$ cat src/rtl/cdl_pkg.sv
`timescale 1ns/1ps
package cdl_pkg;
  localparam int SEG_DEPTH = 16;
  localparam int SEG_AW    = 4;

  function automatic int sel_width(input int n);
    return (n < 2) ? 1 : $clog2(n);
  endfunction
endpackage

$ cat src/rtl/cdl_seg.sv
`timescale 1ns/1ps
module cdl_seg #(
  parameter int DEPTH = 16,
  parameter int AW    = 4
) (
  input  logic          clk,
  input  logic          en,
  input  logic          sin,
  input  logic [AW-1:0] addr,
  output logic          tap,
  output logic          cout
);
  logic [DEPTH-1:0] stages;

  always_ff @(posedge clk) begin
    if (en) stages <= {stages[DEPTH-2:0], sin};
  end

  assign tap  = stages[addr];
  assign cout = stages[DEPTH-1];
endmodule

$ cat src/rtl/cdl_decode.sv
`timescale 1ns/1ps
module cdl_decode #(
  parameter int N    = 5,
  parameter int AW   = 4,
  parameter int SELW = 3,
  localparam int DW  = AW + SELW
) (
  input  logic [DW-1:0]   dly,
  output logic [AW-1:0]   addr,
  output logic [SELW-1:0] sel
);
  logic [SELW-1:0] sel_raw;

  assign addr    = dly[AW-1:0];
  assign sel_raw = dly[DW-1:AW];

  always_comb begin
    if (int'(sel_raw) >= N) sel = SELW'(N - 1);
    else                    sel = sel_raw;
  end
endmodule

$ cat src/rtl/cdl_tapmux.sv
`timescale 1ns/1ps
module cdl_tapmux #(
  parameter int N    = 5,
  parameter int SELW = 3
) (
  input  logic [N-1:0]    taps,
  input  logic [SELW-1:0] sel,
  output logic            q
);
  logic [N-1:0] hit;

  for (genvar s = 0; s < N; s++) begin : g_hit
    assign hit[s] = (sel == SELW'(s));
  end

  assign q = |(hit & taps);
endmodule

$ cat src/rtl/cdl_top.sv
`timescale 1ns/1ps
module cdl_top #(
  parameter int N = 5,
  localparam int AW   = cdl_pkg::SEG_AW,
  localparam int SELW = cdl_pkg::sel_width(N),
  localparam int DW   = AW + SELW
) (
  input  logic          clk,
  input  logic          din_valid,
  input  logic          din,
  input  logic [DW-1:0] dly,
  output logic          dout
);
  logic [AW-1:0]   addr;
  logic [SELW-1:0] sel;
  logic [N-1:0]    seg_tap;
  logic [N-1:0]    seg_cout;
  logic [N-1:0]    seg_in;

  cdl_decode #(.N(N), .AW(AW), .SELW(SELW)) dec_i (
    .dly(dly), .addr(addr), .sel(sel)
  );

  for (genvar s = 0; s < N; s++) begin : g_seg
    if (s == 0) begin : g_head
      assign seg_in[s] = din;
    end else begin : g_link
      assign seg_in[s] = seg_cout[s-1];
    end
    cdl_seg #(.DEPTH(cdl_pkg::SEG_DEPTH), .AW(AW)) seg_i (
      .clk(clk), .en(din_valid), .sin(seg_in[s]), .addr(addr),
      .tap(seg_tap[s]), .cout(seg_cout[s])
    );
  end

  cdl_tapmux #(.N(N), .SELW(SELW)) mux_i (
    .taps(seg_tap), .sel(sel), .q(dout)
  );
endmodule

$ cat config.mk
export PLATFORM = sky130hd
export DESIGN_NAME = cdl_top
export DESIGN_NICKNAME = d
export VERILOG_FILES = /design/src/rtl/cdl_pkg.sv /design/src/rtl/cdl_seg.sv /design/src/rtl/cdl_decode.sv /design/src/rtl/cdl_tapmux.sv /design/src/rtl/cdl_top.sv
export SDC_FILE = /design/constraint.sdc
export NUM_CORES = 1
export LEC_CHECK = 0
export BUFFER_PORTS_ARGS = -buffer_cell sky130_fd_sc_hd__buf_2
export CAP_MARGIN = 30
export CORE_MARGIN = 2
export CORE_UTILIZATION = 23
export CTS_BUF_LIST = sky130_fd_sc_hd__clkbuf_2
export DETAILED_ROUTE_END_ITERATION = 10
export PLACE_DENSITY_LB_ADDON = 0.08
export SYNTH_ARGS = -nofsm -noshare
export SYNTH_HDL_FRONTEND = slang
export SYNTH_SLANG_ARGS = --single-unit
export TNS_END_PERCENT = 10
$ cat constraint.sdc
create_clock -name clk -period 4.8 [get_ports clk]
set_input_delay 0.72 -clock clk [delete_from_list [all_inputs] [get_ports clk]]
set_output_delay 0.72 -clock clk [all_outputs]
set_load 0.1 [all_outputs]
## Word level (Yosys, flattened, before mapping)

Index checks and enable logic that the tools add are counted.

| storage, ports and cells | value |
|---|---|
| register bits | 80 |
| latch bits | 0 |
| memory bits (writable) | 0 |
| ROM bits | 0 |
| bits of input ports | 10 |
| memories | 0 |

| cells by class | value |
|---|---|
| add/sub/neg operators | 0 |
| multipliers | 0 |
| divide/modulo/power cells | 0 |
| order comparisons | 2 |
| equality and inequality tests | 4 |
| shift operators | 0 |
| mux-type cells | 11 |
| bitwise gates (word level) | 1 |
| reductions and logical operators | 2 |

Operator list:

| cell | count |
|---|---|
| binary-select mux 1 bit (select 4 bit) | 5 |
| equality test 3 x 2 -> 1 bit (second input constant) | 2 |
| bitwise AND 5 bit | 1 |
| < comparator 4 x 5 -> 1 bit (second input constant) | 1 |
| 2-to-1 mux 1 bit | 5 |
| OR reduction 5 bit | 1 |
| equality test 3 x 1 -> 1 bit (second input constant) | 1 |
| equality test 3 bit (second input constant) | 1 |
| greater-or-equal comparator 3 bit (second input constant) | 1 |
| logical NOT 3 bit | 1 |
| 2-to-1 mux 3 bit | 1 |

## Longest topological paths before layout

| logic depth | value |
|---|---|
| depth in word-level cells | 5 |
| gate-level depth with buffers | 7 |
| depth with buffers taken out | 5 |

## Modules after synthesis

A second synthesis with hierarchy kept.

| second synthesis, totals | value |
|---|---|
| cells, all modules | 128 |
| area total of the unflattened synthesis | 3,178.0 um2 |

Modules (own cells, without submodules):

| module | times used | cells each | area each (um2) |
|---|---|---|---|
| cdl_seg | 5 | 23 | 615.6 |
| cdl_tapmux | 1 | 6 | 53.8 |
| cdl_decode | 1 | 7 | 46.3 |

## Least setup slack after synthesis

No wires, ideal clock.

| timing | value |
|---|---|
| kind | input port to output port |
| start point | in dly[1] |
| end point | out dout |
| arrival | 2.820 ns |
| path slack | 1.260 ns |
| stages | 5 |
| path buffers | 1 |
| cell sequence | buf_6 -> mux4_1 -> mux4_2 -> nand3_1 -> nand4_1 |

| between the ends | value |
|---|---|
| cells in the longest elaborated chain, start to end | 4 |

Ends and longest elaborated chain:

| element | RTL line | source |
|---|---|---|
| start, declared | cdl_top.sv:11 | `input logic [DW-1:0] dly,` |
| binary-select mux 1 bit (select 4 bit) | cdl_seg.sv:19 | `assign tap = stages[addr];` |
| 2-to-1 mux 1 bit (implied by the code) | cdl_seg.sv:19 |  |
| bitwise AND 5 bit (*) | cdl_tapmux.sv:16 | `assign q = \|(hit & taps);` |
| OR reduction 5 bit (*) | cdl_tapmux.sv:16 |  |
| end, declared | cdl_top.sv:12 | `output logic dout` |

Every way passes the cells marked *; elsewhere a longest branch is shown, timed or not. The select of a mux whose other input is x is not followed.

## Worst setup path in the final report

Ends and elaborated chain as after synthesis.

==> run metrics <==
Syn-to-layout area delta=12.1%; top-area cell type share of the netlist area=0.758; final WL=5790 um; Synth cell types=27; Async SR Flop Fraction=0; Die W=121 um; CTS tree=done; HPWL after detailed placement=3500 um; Die Span Y=121 um; CTS Root Cell=clkbuf_2; Final ANT Viol Nets=0; deepest clock path buffer count=2; final setup fails=0; via count=1491; Synth Flop Type=edfxtp_1; Total GRT Usage=0.0864; Inserted Diodes=0; nets=179; most frequent cell after synthesis=edfxtp_1; antenna violations before repair=0; Clk Latency, worst-skew pair=0.52 ns; CP arrival=2.97 ns; CP top delay family=multiplexers; max cap viols=0; final hold vios=0; Pwr Density=374 nW/um^2; worst-margin pin slew=0.732 ns; met1 Resource Use GR=0.116; Crit. End Element=output port; synthesized area per cell=20.6 sq um; area leader, netlist=edfxtp_1; Post-synth EDFFs=80; routed len/inst=16.5 um; number of post-CTS setup repair buffers=0; met3 Use GR=0.0343; core area=13300 sq um; RSZ-0062 raised after global routing=false; largest net degree at the start of global routing=49; clk_skew=0.0129 ns; Rows=42; sequential fraction of the synthesis area=0.758; share of post-route cells with drive strength above 1=0.270; worst stage delay on the critical path=0.64 ns; post-cts sizing count=0; final period utilization=0.769; Max VDD drop=240 uV; most numerous cell on the critical path=buf_2; max reg flops=80; Post-Syn Area=3170 sq um; setup_tns=0 ns; Initial Utilization=0.237; fillers=1345; syn_nets=164; pre-CTS setup slack=1.04 ns; top cells by area, synth=edfxtp_1, mux4_2, mux2_2; clock sink count=80; final setup margin=1.11 ns; GR Util met2=0.125; outcome=finished, final reports clean; CP startpoint kind=primary input; Most flops, register=g_seg.seg_i.stages; crit path cell chain=buf_2 -> mux4_1 -> mux4_2 -> nand3_1 -> nand4_1 -> buf_2; hold crit path type=primary input to register; Syn Inst Count=154; Top Usage Layer GRT=met2; first-pass GRT wire length=9270 um; I/O pin cnt=11; LEAKAGE=1.16 nW; input/output buffers=10; Slew headroom=0.512; Seq cells post-synth=80; DRC viols=0; Max stage delay cell, worst path=mux4_1; fin. max-slew vios=0; Largest regs=g_seg.seg_i.stages (80); max frequency=0.271 GHz; most frequent cells after synthesis=edfxtp_1, mux2_2, mux4_2, mux4_1; Worst Setup Path Type=primary input to output port; Crit path buffers/inverters=2; H-tree depth=3; placer congestion estimate=0.718; grt total ovfl=0; DR pass1 iterations=4; clock-pin slew on the worst setup and hold paths=0.19 ns; required time of the critical path=4.08 ns; die area=14700 sq um; Final min period=3.69 ns; Synth Warn #=0; clock buffer count from CTS=9; CP Max Fanout=29; number of global-route vias before repair=1654; hold bufs inserted after CTS=0; Via density=4.26; initial drt markers=114
## report_power, final
part | internal (mW) | switching [mW]
Clock | 0.168 | 0.232
Combinational | 0.0401 | 0.0558
Sequential | 0.813 | 0.0184
Total | 1.02 | 0.306
## cell type report
type	instances	area [sq um]	share of cell area
sequential	80	2400	0.676
multi-input combinational	64	714	0.201
tap	176	220	0.0620
clock inverter	7	86.3	0.0243
timing repair buffer	12	77.6	0.0218
clock buffer	9	45.0	0.0127
inverter	2	7.51	0.00211
## cells in the final DEF, fill, tap and decap left out, drive strengths merged
cell	n
mux2	12
nand3	1
nand4	1
edfxtp	80
a311o	1
nand2	3
nor4b	1
o22ai	4
a31oi	1
inv	2
mux4	14
nand2b	4
nor4	1
o211ai	1
buf	12
bufinv	2
nor2	4
nor3	4
mux2i	3
nor2b	4
o2111ai	1
clkinv	5
a41oi	1
clkbuf	9
a2111oi	3
## cells by family after synthesis
family | Yosys count | synth area share
AO/OA/AOI/OAI | 12 | 0.0292
AND/OR/NAND/NOR | 23 | 0.0387
flip-flops | 80 | 0.758
buffers and inverters | 10 | 0.0166
multiplexers | 29 | 0.158
## worst paths after layout
path                                            from                                  to  slack [ns]  cells past startpoint
setup / recovery                              dly[1]                                dout        1.11                      6
hold / removal                                   din  g_seg[0].seg_i.stages[0]$_DFFE_PP_        0.37                      1
setup reg to reg  g_seg[3].seg_i.stages[0]$_DFFE_PP_  g_seg[3].seg_i.stages[1]$_DFFE_PP_        4.09                      0
hold reg to reg   g_seg[0].seg_i.stages[1]$_DFFE_PP_  g_seg[0].seg_i.stages[2]$_DFFE_PP_        0.46                      0
## metrics by stage
step | instances | cell area [sq um] | util | total power [mW] | hold slack, ns
global placement | 333 | 3400 | 0.255 | 0.944 | 0.429
global route | 350 | 3550 | 0.266 | 1.39 | 0.287
floorplan | 154 | 3170 | - | 0.903 | 0.417
finish | 350 | 3550 | 0.266 | 1.33 | 0.370
detailed placement | 333 | 3400 | 0.255 | 0.945 | 0.424
CTS | 349 | 3530 | 0.265 | 1.36 | 0.306
## layer usage
| metal | share of wire | up-vias |
|---|---|---|
| li1 | - | 671 |
| met1 | 0.50 | 787 |
| met4 | 0.016 | 0 |
| met5 | 0 | - |
| met2 | 0.44 | 25 |
| met3 | 0.040 | 8 |
Note: power is estimated with default switching activity, not from simulation.
